### src/rtl/modtmr_pkg.sv
package modtmr_pkg;
  localparam int unsigned BUS_W  = 32;
  localparam int unsigned ADDR_W = 8;
  localparam int unsigned SRC_W  = 2;

  typedef enum logic [SRC_W-1:0] {
    SRC_OFF  = 2'd0,
    SRC_SYS  = 2'd1,
    SRC_RSV2 = 2'd2,
    SRC_RSV3 = 2'd3
  } src_e;

  localparam logic [ADDR_W-1:0] OFS_CTRL  = 8'h00;
  localparam logic [ADDR_W-1:0] OFS_COUNT = 8'h04;
  localparam logic [ADDR_W-1:0] OFS_LIMIT = 8'h08;
  localparam logic [ADDR_W-1:0] OFS_START = 8'h4C;

  // control bit positions
  localparam int unsigned CTL_SRC_LO = 3;
  localparam int unsigned CTL_IE     = 6;
  localparam int unsigned CTL_FLAG   = 7;

  localparam int unsigned SHD_LIMIT = 0;
  localparam int unsigned SHD_START = 1;
  localparam int unsigned SHD_N     = 2;
endpackage

### src/rtl/tmr_prescaler.sv
module tmr_prescaler #(
  parameter int unsigned PSC_W = 3
) (
  input  logic             clk_i,
  input  logic             rst_ni,
  input  logic             run_i,
  input  logic             restart_i,
  input  logic [PSC_W-1:0] psc_i,
  output logic             tick_o
);
  localparam int unsigned DIV_W = (1 << PSC_W) - 1;

  logic [DIV_W-1:0] div_q;
  logic [DIV_W-1:0] lim;

  assign lim    = ~({DIV_W{1'b1}} << psc_i);
  assign tick_o = run_i && !restart_i && (div_q == lim);

  always_ff @(posedge clk_i or negedge rst_ni) begin
    if (!rst_ni)                  div_q <= '0;
    else if (restart_i || !run_i) div_q <= '0;
    else if (tick_o)              div_q <= '0;
    else                          div_q <= div_q + 1'b1;
  end
endmodule

### src/rtl/tmr_shadow.sv
module tmr_shadow #(
  parameter int unsigned W = 16
) (
  input  logic         clk_i,
  input  logic         rst_ni,
  input  logic         wr_i,
  input  logic [W-1:0] wdata_i,
  input  logic         load_i,
  output logic [W-1:0] act_o
);
  logic [W-1:0] hold_q;

  always_ff @(posedge clk_i or negedge rst_ni) begin
    if (!rst_ni) begin
      hold_q <= '0;
      act_o  <= '0;
    end else begin
      if (wr_i)   hold_q <= wdata_i;
      // a write during a stopped cycle is working at once
      if (load_i) act_o  <= wr_i ? wdata_i : hold_q;
    end
  end
endmodule

### src/rtl/tmr_counter.sv
module tmr_counter #(
  parameter int unsigned W = 16
) (
  input  logic         clk_i,
  input  logic         rst_ni,
  input  logic         tick_i,
  input  logic         reload_i,
  input  logic [W-1:0] limit_i,
  input  logic [W-1:0] start_i,
  output logic [W-1:0] cnt_o,
  output logic         wrap_o
);
  logic at_limit;

  assign at_limit = (cnt_o == limit_i);
  assign wrap_o   = tick_i && !reload_i && at_limit;

  always_ff @(posedge clk_i or negedge rst_ni) begin
    if (!rst_ni)       cnt_o <= '0;
    else if (reload_i) cnt_o <= start_i;
    else if (tick_i)   cnt_o <= at_limit ? start_i : cnt_o + 1'b1;
  end
endmodule

### src/rtl/modulo_timer.sv
module modulo_timer
  import modtmr_pkg::*;
#(
  parameter int unsigned CNT_W = 16,
  parameter int unsigned PSC_W = 3
) (
  input  logic              clk_i,
  input  logic              rst_ni,
  input  logic              bus_sel_i,
  input  logic              bus_we_i,
  input  logic [ADDR_W-1:0] bus_addr_i,
  input  logic [BUS_W-1:0]  bus_wdata_i,
  output logic [BUS_W-1:0]  bus_rdata_o,
  output logic              irq_o
);
  localparam int unsigned PAD_W = BUS_W - CNT_W;

  logic             wr;
  logic             ctrl_wr, cnt_wr;
  logic [SHD_N-1:0] shd_wr;
  logic [PSC_W-1:0] psc_q;
  src_e             src_q;
  logic             ie_q, flag_q;
  logic             tick, wrap;
  logic [CNT_W-1:0] cnt_q;
  logic [CNT_W-1:0] act [SHD_N];
  logic [CNT_W-1:0] limit_act, start_act;
  logic [PAD_W-1:0] unused_wdata_hi;

  assign wr      = bus_sel_i && bus_we_i;
  assign ctrl_wr = wr && (bus_addr_i == OFS_CTRL);
  assign cnt_wr  = wr && (bus_addr_i == OFS_COUNT);
  assign shd_wr[SHD_LIMIT] = wr && (bus_addr_i == OFS_LIMIT);
  assign shd_wr[SHD_START] = wr && (bus_addr_i == OFS_START);
  assign unused_wdata_hi   = bus_wdata_i[BUS_W-1:CNT_W];

  always_ff @(posedge clk_i or negedge rst_ni) begin
    if (!rst_ni) begin
      psc_q <= '0;
      src_q <= SRC_OFF;
      ie_q  <= 1'b0;
    end else if (ctrl_wr) begin
      psc_q <= bus_wdata_i[PSC_W-1:0];
      src_q <= src_e'(bus_wdata_i[CTL_SRC_LO +: SRC_W]);
      ie_q  <= bus_wdata_i[CTL_IE];
    end
  end

  // flag: set on wrap, cleared only by writing 0 to its bit
  always_ff @(posedge clk_i or negedge rst_ni) begin
    if (!rst_ni)                              flag_q <= 1'b0;
    else if (wrap)                            flag_q <= 1'b1;
    else if (ctrl_wr && !bus_wdata_i[CTL_FLAG]) flag_q <= 1'b0;
  end

  tmr_prescaler #(.PSC_W(PSC_W)) u_psc (
    .clk_i    (clk_i),
    .rst_ni   (rst_ni),
    .run_i    (src_q == SRC_SYS),
    .restart_i(ctrl_wr),
    .psc_i    (psc_q),
    .tick_o   (tick)
  );

  for (genvar g = 0; g < SHD_N; g++) begin : g_shd
    tmr_shadow #(.W(CNT_W)) u_shd (
      .clk_i  (clk_i),
      .rst_ni (rst_ni),
      .wr_i   (shd_wr[g]),
      .wdata_i(bus_wdata_i[CNT_W-1:0]),
      .load_i (src_q == SRC_OFF),
      .act_o  (act[g])
    );
  end

  assign limit_act = act[SHD_LIMIT];
  assign start_act = act[SHD_START];

  tmr_counter #(.W(CNT_W)) u_cnt (
    .clk_i   (clk_i),
    .rst_ni  (rst_ni),
    .tick_i  (tick),
    .reload_i(cnt_wr),
    .limit_i (limit_act),
    .start_i (start_act),
    .cnt_o   (cnt_q),
    .wrap_o  (wrap)
  );

  always_comb begin
    bus_rdata_o = '0;
    unique case (bus_addr_i)
      OFS_CTRL: begin
        bus_rdata_o[PSC_W-1:0]               = psc_q;
        bus_rdata_o[CTL_SRC_LO +: SRC_W]     = src_q;
        bus_rdata_o[CTL_IE]                  = ie_q;
        bus_rdata_o[CTL_FLAG]                = flag_q;
      end
      OFS_COUNT: bus_rdata_o = {{PAD_W{1'b0}}, cnt_q};
      OFS_LIMIT: bus_rdata_o = {{PAD_W{1'b0}}, limit_act};
      OFS_START: bus_rdata_o = {{PAD_W{1'b0}}, start_act};
      default:   bus_rdata_o = '0;
    endcase
  end

  assign irq_o = flag_q && ie_q;
endmodule

### config.mk
export PLATFORM = sky130hd
export DESIGN_NAME = modulo_timer
export DESIGN_NICKNAME = d
export VERILOG_FILES = /design/src/rtl/modtmr_pkg.sv /design/src/rtl/tmr_prescaler.sv /design/src/rtl/tmr_shadow.sv /design/src/rtl/tmr_counter.sv /design/src/rtl/modulo_timer.sv
export SDC_FILE = /design/constraint.sdc
export NUM_CORES = 1
export LEC_CHECK = 0
export ABC_AREA = 1
export CAP_MARGIN = 20
export CORE_MARGIN = 1.5
export CORE_UTILIZATION = 45
export CTS_BUF_LIST = sky130_fd_sc_hd__clkbuf_8
export CTS_CLUSTER_DIAMETER = 80
export DETAILED_ROUTE_END_ITERATION = 10
export GPL_ROUTABILITY_DRIVEN = 0
export GPL_TIMING_DRIVEN = 0
export PLACE_DENSITY = 0.67
export SYNTH_ARGS = -nofsm -noshare
export SYNTH_HDL_FRONTEND = slang
export SYNTH_SLANG_ARGS = --single-unit
### constraint.sdc
create_clock -name clk_i -period 2.1 [get_ports clk_i]
set_input_delay 0.315 -clock clk_i [delete_from_list [all_inputs] [get_ports clk_i]]
set_output_delay 0.315 -clock clk_i [all_outputs]
set_load 0.01 [all_outputs]
# Word level (Yosys, flattened, before mapping)
# Index checks and enable logic that the tools add are counted.
dict set report op_classes {
  n_shift 1
  n_reduce_logical 20
  add_sub_neg 2
  eq_ne 6
  bitwise_logic 1
  mux 13
}
# operator count
set op_table {}
lappend op_table {{two-way mux 16 bit} 5}
lappend op_table {{case mux 8 bit (3 select lines)} 1}
lappend op_table {{case mux 5 bit (4 select lines)} 1}
lappend op_table {{adder 16 x 1 -> 16 bit (second input constant)} 1}
lappend op_table {{== test 16 bit} 1}
lappend op_table {{two-way mux 7 bit} 2}
lappend op_table {{logical AND 1 bit} 11}
lappend op_table {{== test 8 x 3 -> 1 bit (second input constant)} 1}
lappend op_table {{== test 8 x 4 -> 1 bit (second input constant)} 1}
lappend op_table {{== test 8 x 7 -> 1 bit (second input constant)} 1}
lappend op_table {{logical NOT 8 bit} 1}
lappend op_table {{case mux 2 bit (4 select lines)} 1}
lappend op_table {{adder 7 x 1 -> 7 bit (second input constant)} 1}
lappend op_table {{== test 7 bit} 1}
lappend op_table {{NOT 7 bit} 1}
lappend op_table {{<< shifter 7 x 3 -> 7 bit (first input constant)} 1}
lappend op_table {{logical NOT 1 bit} 4}
lappend op_table {{nonzero test 2 bit} 2}
lappend op_table {{case mux 1 bit (3 select lines)} 1}
lappend op_table {{== test 2 x 1 -> 1 bit (second input constant)} 1}
lappend op_table {{logical NOT 2 bit} 1}
lappend op_table {{two-way mux 1 bit} 2}
lappend op_table {{logical OR 1 bit} 1}
dict set report word_totals {
  input_bits 44
  out_inout_bits 33
  register_bits 94
}

# Longest topological paths before layout
dict set report depth {
  word_depth 8
  mapped_depth 13
}

# Cells and area by module
# From an unflattened synthesis, not the netlist that was laid out.
dict set report unflattened {
  cells_unflattened 897
  hier_area_um2 6120.9
}
# mod n_inst seq_area_each_um2 area_per_inst_um2 cells_per_inst
set by_module_without_submodules {}
lappend by_module_without_submodules {tmr_shadow 2 800.8 1411.4 168}
lappend by_module_without_submodules {tmr_counter 1 400.4 1639.1 282}
lappend by_module_without_submodules {modulo_timer 1 175.2 1101.1 186}
lappend by_module_without_submodules {tmr_prescaler 1 175.2 558.0 93}

# Least setup slack after synthesis
# OpenSTA, ideal clock, no wires.
dict set report synth_path {
  path_kind {input to output}
  from {in bus_addr_i[0]}
  to {out bus_rdata_o[1]}
  arrival_ps 1195
  t_required_ps 1785
  slack_ps 590
  cell_stages 8
  cell_sequence {inv_1 nand2_1 nor3_1 nand4_1 clkbuf_1 o22ai_1 a21oi_1 nand2_1}
}
dict set report synth_via {
  elab_chain_len 2
}
# item line
set synth_lines {}
lappend synth_lines {{start: declaration} modulo_timer.sv:11} ;# input logic [ADDR_W-1:0] bus_addr_i,
lappend synth_lines {{== test 8 x 7 -> 1 bit, or another cell as far along} modulo_timer.sv:92} ;# unique case (bus_addr_i)
lappend synth_lines {{case mux 5 bit (4 select lines) *} modulo_timer.sv:92}
lappend synth_lines {{end: declaration} modulo_timer.sv:13} ;# output logic [BUS_W-1:0] bus_rdata_o,
# Every way passes the cells marked *; elsewhere a longest branch is shown, timed or not.

# Final worst setup path
dict set report layout_path {
  from {in bus_addr_i[0]}
  to {out bus_rdata_o[14]}
}
dict set report layout_via {
  elab_chain_len 2
}
# item line
set layout_lines {}
lappend layout_lines {{== test 8 x 7 -> 1 bit, or another cell as far along} modulo_timer.sv:92}
lappend layout_lines {{case mux 8 bit (3 select lines) *} modulo_timer.sv:92}
# Marks and branches as above.

==> metrics.txt <==
status=finished with violations; violated checks=negative setup slack; PortBufs=44; RSZ-0062 raised after global routing=true; max-slew violation count=0; Setup-failing EPs final=1; Lkg Pwr=3.240 nW; Layout Utilization=56.21%; CTS Buf Count=9; Area contributors post-synth=dfrtp_1 (44%), nand2_1 (16%), inv_1 (6.5%); worst slew pin tran=0.5829 ns; Crit-path slowest cell=nand4_1; Critical Path RT=1.78 ns; HPWL after DPL=9854 um; worst hold margin=0.4841 ns; Reg area=2352 um^2; Max Buffers Root-to-Sink=2; CP Class=input pin to primary output; first-pass GRT wire length=23000 um; max_slew headroom=61.14%; CP Launch Type=input pin; Setup crit end kind=primary output; drt total wl=13790 um; Mapped Cells=693; Worst-path clk slew=0.09 ns; CTS root buf=clkbuf_8; layout cell share with drive strength beyond 1=19.47%; via/cell ratio=5.018; fillers=1068; sequential share of the synthesized area=44.50%; initial DRC count=355; latest clock arrival within the worst-skew pair=0.37 ns; total power=4.512 mW; die width=111.4 um; initial core utilization=46.30%; origin of the worst min-delay path=g_shd[1].u_shd.hold_q[3]; flops & latches, synth=94; DRT Pass-1 Iters=7; cell taking the most area after synthesis=dfrtp_1; Area after DPL=5987 um^2; WP data arrival=1.82 ns; power per cell area=703.0 nW/um^2; clock skew=0.01108 ns; Yosys cell types=37; max incr delay on CP=0.27 ns; largest net degree at the start of global routing=51; Post-synth EDFFs=0; peak supply drop=0.0003557 V; synthesized area per cell=7.628 um^2; initial antenna violation count=0; CORE AREA=11420 um^2; final hold violation count=0; Fmax=469.3 MHz; minimum clock period after layout=2.131 ns; Final nets=832; detailed-route wire length per cell=14.77 um; Min-Delay Path Class=flip-flop to flip-flop; Multi-input gate area=2459 um^2; Critical Path Source=bus_addr_i[0]; Ys Warns=0; Yosys top cell area share=44.50%; critical path, cell by cell=dlygate4sd2_1 > inv_1 > nand2_2 > nor3_2 > nand4_1 > clkbuf_8 > o221ai_1 > clkdlybuf4s15_1; Layout area overhead=21.42%; Inserted Diodes=0; placed insts=896; I/O Pins=77; # DRC=0; Sink Count=94; CP Max Fanout=5; most instantiated cells after synthesis=nand2_1 (224), dfrtp_1 (94), inv_1 (91); period utilisation layout=101.5%; r2r startpoint=psc_q[2]; most instantiated library cell after synthesis=nand2_1; GRT Resource Usage Total=23.35%; CTS H-Tree Depth=3; Die Ht=111.4 um; async set-reset flop share out of synthesis=100.0%; CTS tree=done; Final Instance Area=6419 um^2; Setup WS pre-CTS=-0.8163 ns; Post-DRT Antenna Nets=0; Worst Setup Slack, final=-0.03083 ns; max-cap viol count=0; DIE AREA=12410 um^2; fin cells=934; grt ovf=0; cell row count=39; vias in the first global route=4608; Setup TNS Final=-0.03083 ns; Post-Syn Area=5286 um^2; Main synth FF type=dfrtp_1; total number of vias=4687
==> flip-flops by register name (all words and copies together), names as in the netlist <==
register and cells:
src_q 2, ie_q 1, flag_q 1, g_shd.u_shd.hold_q 32, u_cnt.cnt_o 16, g_shd.u_shd.act_o 32
u_psc.div_q 7, psc_q 3
==> worst paths after layout <==
kind	end	slack, ns	cells past startpoint
worst max-delay path	bus_rdata_o[14]	-0.03	8
worst min-delay path	g_shd[1].u_shd.hold_q[3]	0.48	2
worst max register to register	u_cnt.cnt_o[12]	0.28	12
worst min register to register	g_shd[1].u_shd.hold_q[3]	0.48	2
max in group asynchronous	u_cnt.cnt_o[14]	0.97	3
min in group asynchronous	u_psc.div_q[3]	0.49	2
==> worst max-delay path, delay by kind of cell <==
family,cells,cell delay (ns)
AO/OA/AOI/OAI,1,0.15
buffers and inverters,4,0.87
AND/OR/NAND/NOR,3,0.47
==> cell type report <==
type                            instances  area share (%)
Multi-Input combinational cell        476           38.30
Sequential cell                        94           36.65
Clock buffer                           11           2.359
Buffer                                 38           4.327
Clock inverter                          5          0.8772
Inverter                              102           6.238
Tap cell                              143           2.788
Timing Repair Buffer                   65           8.460
==> kinds of logic (layout without fill, tap and decap cells) <==
kind of cell,count (synthesis),after routing,synth area share [%]
compound gates,94,94,11.72
xor+xnor,16,16,2.651
fa+ha+maj,2,2,0.4733
buf+inv,140,221,12.45
flops,94,94,44.50
other cells,1,16,0.07094
simple gates,346,348,28.14
==> metal layers <==
layer | track usage (%) | wire [um]
met1 | 31.18 | 5988
met2 | 38.28 | 6606
met3 | 3.266 | 712
met4 | 10.04 | 486
met5 | 0 | 0
==> cell usage in the layout, fill, tap and decap left out, types with 6 or more instances in the layout <==
cell type,count
nor2_2,6
o21ai_2,10
xor2_1,13
nor2_1,44
conb_1,16
buf_6,7
dfrtp_1,94
o21ai_1,37
o21ai_0,12
buf_4,38
inv_2,8
nand3_1,43
clkbuf_1,7
buf_2,15
clkdlybuf4s50_1,19
inv_1,89
a21oi_2,15
clkbuf_8,13
nand2_1,223
==> timing repair <==
item,CTS,global route
hold buffers,1,0
cloned,3,0
endpoints found under the hold margin,44,0
resized for setup,83,17
buffers inserted,15,3
pin swaps,8,6
endpoints found under the setup margin,16,16
==> where the power goes <==
part	switching, mW	internal, mW	total, mW
registers	0.163	1.95	2.11
clock network	0.662	0.616	1.28
logic	0.696	0.423	1.12
Note: power is estimated with default switching activity, not from simulation.
